<file path="src/rtl/smbus_pec_tx_seq.sv">
module smbus_pec_tx_seq #(
  parameter int CNT_W = 8,
  parameter logic [7:0] POLY = 8'h07
) (
  input  logic             clk,
  input  logic             rst_n,
  input  logic             bus_start_i,
  input  logic             rx_valid_i,
  input  logic [7:0]       rx_byte_i,
  input  logic             go_i,
  input  logic [CNT_W-1:0] nbytes_i,
  input  logic             byte_ctl_en_i,
  input  logic             pec_en_i,
  input  logic             reload_i,
  output logic             tx_req_o,
  input  logic             sw_valid_i,
  input  logic [7:0]       sw_byte_i,
  output logic             tx_valid_o,
  output logic [7:0]       tx_byte_o,
  output logic             tx_is_pec_o,
  input  logic             byte_done_i,
  input  logic             ack_i,
  output logic             busy_o
);

  typedef enum logic [2:0] {S_IDLE, S_REQ, S_WAIT, S_DATA, S_PEC} st_t;

  st_t              st_q;
  logic [CNT_W-1:0] left_q;
  logic             unlim_q, pec_q;
  logic [7:0]       data_q, crc_q;

  function automatic logic [7:0] crc_step(input logic [7:0] c, input logic [7:0] b);
    logic [7:0] r;
    r = c ^ b;
    for (int i = 0; i < 8; i++)
      r = r[7] ? ((r << 1) ^ POLY) : (r << 1);
    return r;
  endfunction

  wire              pec_eff = byte_ctl_en_i & pec_en_i & ~reload_i;
  wire              n_zero  = (nbytes_i == '0);
  wire [CNT_W-1:0]  sw_cnt  = !byte_ctl_en_i ? '0 :
                              (pec_eff ? (n_zero ? '0 : nbytes_i - 1'b1) : nbytes_i);
  wire              accept  = sw_valid_i & ((st_q == S_REQ) | (st_q == S_WAIT));
  wire              fin     = byte_done_i & tx_valid_o;
  wire              more    = unlim_q | (left_q != '0);

  assign tx_req_o    = (st_q == S_REQ);
  assign tx_valid_o  = (st_q == S_DATA) | (st_q == S_PEC);
  assign tx_is_pec_o = (st_q == S_PEC);
  assign tx_byte_o   = (st_q == S_PEC) ? crc_q : data_q;
  assign busy_o      = (st_q != S_IDLE);

  always_ff @(posedge clk or negedge rst_n) begin
    if (!rst_n) begin
      st_q    <= S_IDLE;
      left_q  <= '0;
      unlim_q <= 1'b0;
      pec_q   <= 1'b0;
      data_q  <= '0;
    end else begin
      unique case (st_q)
        S_IDLE: if (go_i) begin
          left_q  <= sw_cnt;
          unlim_q <= ~byte_ctl_en_i;
          pec_q   <= pec_eff & ~n_zero;
          if (!byte_ctl_en_i || sw_cnt != '0) st_q <= S_REQ;
          else if (pec_eff && !n_zero)        st_q <= S_PEC;
        end
        S_REQ, S_WAIT: begin
          if (accept) begin
            data_q <= sw_byte_i;
            if (!unlim_q) left_q <= left_q - 1'b1;
            st_q <= S_DATA;
          end else begin
            st_q <= S_WAIT;
          end
        end
        S_DATA: if (byte_done_i) begin
          if (!ack_i)     st_q <= S_IDLE;
          else if (more)  st_q <= S_REQ;
          else if (pec_q) st_q <= S_PEC;
          else            st_q <= S_IDLE;
        end
        S_PEC: if (byte_done_i) st_q <= S_IDLE;
        default: st_q <= S_IDLE;
      endcase
    end
  end

  always_ff @(posedge clk or negedge rst_n) begin
    if (!rst_n)           crc_q <= '0;
    else if (bus_start_i) crc_q <= '0;
    else if (rx_valid_i)  crc_q <= crc_step(crc_q, rx_byte_i);
    else if (fin)         crc_q <= crc_step(crc_q, tx_byte_o);
  end

endmodule


</file>
<file path="config.mk">
export PLATFORM = sky130hd
export DESIGN_NAME = smbus_pec_tx_seq
export DESIGN_NICKNAME = d
export VERILOG_FILES = /design/src/rtl/smbus_pec_tx_seq.sv
export SDC_FILE = /design/constraint.sdc
export NUM_CORES = 1
export LEC_CHECK = 0
export ABC_AREA = 0
export BUFFER_PORTS_ARGS = -buffer_cell sky130_fd_sc_hd__buf_4
export CAP_MARGIN = 20
export CORE_MARGIN = 3
export CORE_UTILIZATION = 25
export CTS_BUF_LIST = sky130_fd_sc_hd__clkbuf_16
export DETAILED_ROUTE_END_ITERATION = 7
export PLACE_DENSITY = 0.45
export SETUP_SLACK_MARGIN = 0.3
export SLEW_MARGIN = 10
export SYNTH_ARGS = -nofsm -noshare
export SYNTH_HDL_FRONTEND = slang
export SYNTH_SLANG_ARGS = --single-unit
</file>
<file path="constraint.sdc">
create_clock -name clk -period 2.2 [get_ports clk]
set_input_delay 0 -clock clk [delete_from_list [all_inputs] [get_ports clk]]
set_output_delay 0 -clock clk [all_outputs]
set_load 0.03 [all_outputs]
</file>
==> results by group <==
Outcome
  – Status: completed

Setup path
  – Top delay family on crit path: simple AND/OR/NAND/NOR gates
  – Req. time, crit path: 2.40 ns
  – Crit path capture type: register
  – CP Max Fanout: 3
  – CP max stage delay: 0.54 ns
  – Critical path arrival: 2.17 ns
  – Crit path kind: reg2reg
  – Crit-path cells: or4_4 > or3_4 > or4_1 > o21ai_1 > a22o_1
  – Slowest CP cell: or4_4
  – CP startpoint kind: register
  – Flop2flop setup slack: 0.24 ns
  – Worst path bufs/invs: 0

Timing
  – Crit share post-route: 0.8920
  – WHS: 0.02279 ns
  – Relative slew slack: 0.6436
  – Worst-Margin Slew: 0.5331 ns
  – Crit path time final: 1.962 ns
  – Clk_skew: 0.005531 ns
  – Slew Limit Fails: 0
  – Final setup vio count: 0
  – Setup TNS Final: 0 ns
  – Final hold vios: 0
  – Max Freq: 509.6 MHz
  – RSZ-0062 raised after global routing: yes

Detailed routing
  – Vias: 2144
  – Routed Wire Length: 6316 um
  – Routed WL per cell: 14.35 um
  – ANT nets after route: 0
  – Starting DRT DRC Count: 87
  – DRC Markers: 0
  – Drt pass-1 iters: 4
  – Vias per cell: 4.873

Logic synthesis
  – Mapped cell area: 2311 sq um
  – Share of the synthesized area in the top cell type: 0.3140
  – Dominant cells by area after synthesis: dfrtp_1, xnor2_1, nand2_1
  – Synth cell types: 55
  – Post-Syn Nets: 304
  – YS warnings: 0
  – Most common cell in the netlist: nand2_1
  – Synth area leader: dfrtp_1
  – Sequential element share of the synthesized area: 0.3140
  – Synthesized instance count: 267
  – EDFF count, synth: 0
  – Post-synth top flop: dfrtp_1
  – Syn_area_per_cell: 8.655 sq um
  – Number of synthesized register bits: 29
  – Async set-reset flop share out of synthesis: 1.000
  – Top cells by count, synth: nand2_1, xnor2_1, dfrtp_1, inv_1, o21ai_1

GRT
  – Initial antenna violation count: 0
  – Tot GR Track Use: 0.1258
  – Largest net degree at the start of global routing: 30
  – GRT Residual Overflow: 0
  – Grt peak-use layer: met2
  – Vias in the first global route: 2123
  – Met3 usage: 0.02184
  – Met1 Usage GRT: 0.1686
  – GRT met2 Usage: 0.2094
  – First-pass GRT wire length: 10400 um

Pwr
  – Static Leakage: 1.356 nW
  – Pwr dens: 1624 nW/um^2
  – Peak supply drop: 533.4 uV
  – Total power: 0.005081 W

Place
  – Placed instance count: 419
  – Dpl hpwl: 4826 um
  – IO Port Bufs: 46
  – Gpl congestion: 0.8169

Layout
  – Fraction of layout cells with a size suffix above 1: 0.2380
  – Footprint of the multi-input gates: 1515 sq um
  – Reg area: 728.2 sq um
  – Antenna cells: 0
  – Post-Layout Cell Count: 440
  – Fillers: 947
  – Nets: 369
  – Layout area overhead: 35.35%

Min path
  – Hold Path Class: in2reg

Die
  – Core area: 8848 sq um
  – Die span in y: 102.1 um
  – IO Pins: 47
  – Die area: 10430 sq um
  – Horiz. Die Dim: 102.1 um
  – Num rows: 34
  – Initial Utilization: 0.2612

Clock tree
  – H-tree depth: 2
  – Clock Latency Late Sink: 0.27 ns
  – Sink Count: 29
  – Worst-case clock buffer depth: 2
  – Root Driver: clkbuf_16
  – Cts bufs inserted: 5
  – CTS tree: done
  – Clk pin slew, worst setup/hold paths: 0.05 ns

Run
  – MaxCap Viol Count: 0
[final cells by class]
cell class,count,area share
Clock buffer,5,0.04000
Clock inverter,2,0.002400
Inverter,15,0.01880
Multi-Input combinational cell,210,0.4844
Sequential cell,29,0.2328
Tap cell,108,0.04320
Timing Repair Buffer,71,0.1784
[where the power goes]
part	switching [W]	internal [W]
sequential	0.000281	0.000788
combinational	0.00175	0.00164
clock	0.000217	0.000403
total	0.00225	0.00284
[flip-flops by register name, summed over array words and instances, names as in the netlist]
| register | count |
|---|---|
| pec_q | 1 |
| unlim_q | 1 |
| left_q | 8 |
| data_q | 8 |
| crc_q | 8 |
| st_q | 3 |
[kinds of logic (layout without fill, tap and decap cells)]
logic type / Yosys count / count (layout) / synth area share
AND/OR/NAND/NOR: 83 / 83 / 0.1825
buffers and inverters: 28 / 93 / 0.04656
XOR/XNOR: 47 / 47 / 0.1911
AO/OA/AOI/OAI: 66 / 66 / 0.1987
adder cells (fa/ha/maj): 2 / 2 / 0.01083
multiplexers: 12 / 12 / 0.05631
flip-flops: 29 / 29 / 0.3140
[worst paths after layout]
kind	start	endpoint	depth (start not counted)
hold reg to reg	pec_q$_DFFE_PN0P_	pec_q$_DFFE_PN0P_	2
setup reg to reg	left_q[1]$_DFFE_PN0P_	left_q[7]$_DFFE_PN0P_	5
max in group asynchronous	rst_n	st_q[2]$_DFFE_PN0P_	2
hold / removal	go_i	st_q[0]$_DFFE_PN0P_	2
setup / recovery	left_q[1]$_DFFE_PN0P_	left_q[7]$_DFFE_PN0P_	5
min in group asynchronous	rst_n	crc_q[2]$_DFFE_PN0P_	2
[placed cells by master, fill, tap and decap left out, drive strengths merged, types with 3 or more instances in the layout]
cell,Yosys,final
a21boi,3,3
a22o,6,6
a22oi,4,4
a2bb2oi,3,3
a31oi,5,5
buf,2,61
clkbuf,11,5
dfrtp,29,29
dlygate4sd3,0,10
inv,15,16
mux2,8,8
mux2i,4,4
nand2,38,38
nand4,3,3
nor2,11,11
nor3,9,9
nor4b,3,3
o21ai,22,22
o22ai,3,3
o41ai,3,3
xnor2,36,36
xor2,9,9
[per-stage QoR]
stage	area [sq um]	setup WS [ns]	util
finish	3128	0.2375	0.3535
global route	3128	0.2077	0.3535
CTS	3088	0.2410	0.3490
detailed placement	2823	0.1403	0.3190
global placement	2815	0.08949	0.3182
floorplan	2312	0.2939	-
[repair_timing]
action                                  in CTS  in global routing
hold endpoints to repair                    39                  0
gates resized for setup                      2                  8
hold buffers                                10                  0
endpoints found under the setup margin       2                 15
setup buffers                                3                  1
pin swaps                                    2                  1
[layer usage]
layer  vias up  wire [um]  share of wire
li1       1083          -              -
met1      1004       3089           0.49
met2        50       2900           0.46
met3         7        245          0.039
met4         0         80          0.013
met5         -          0              0
(Power assumes the default switching activity.)
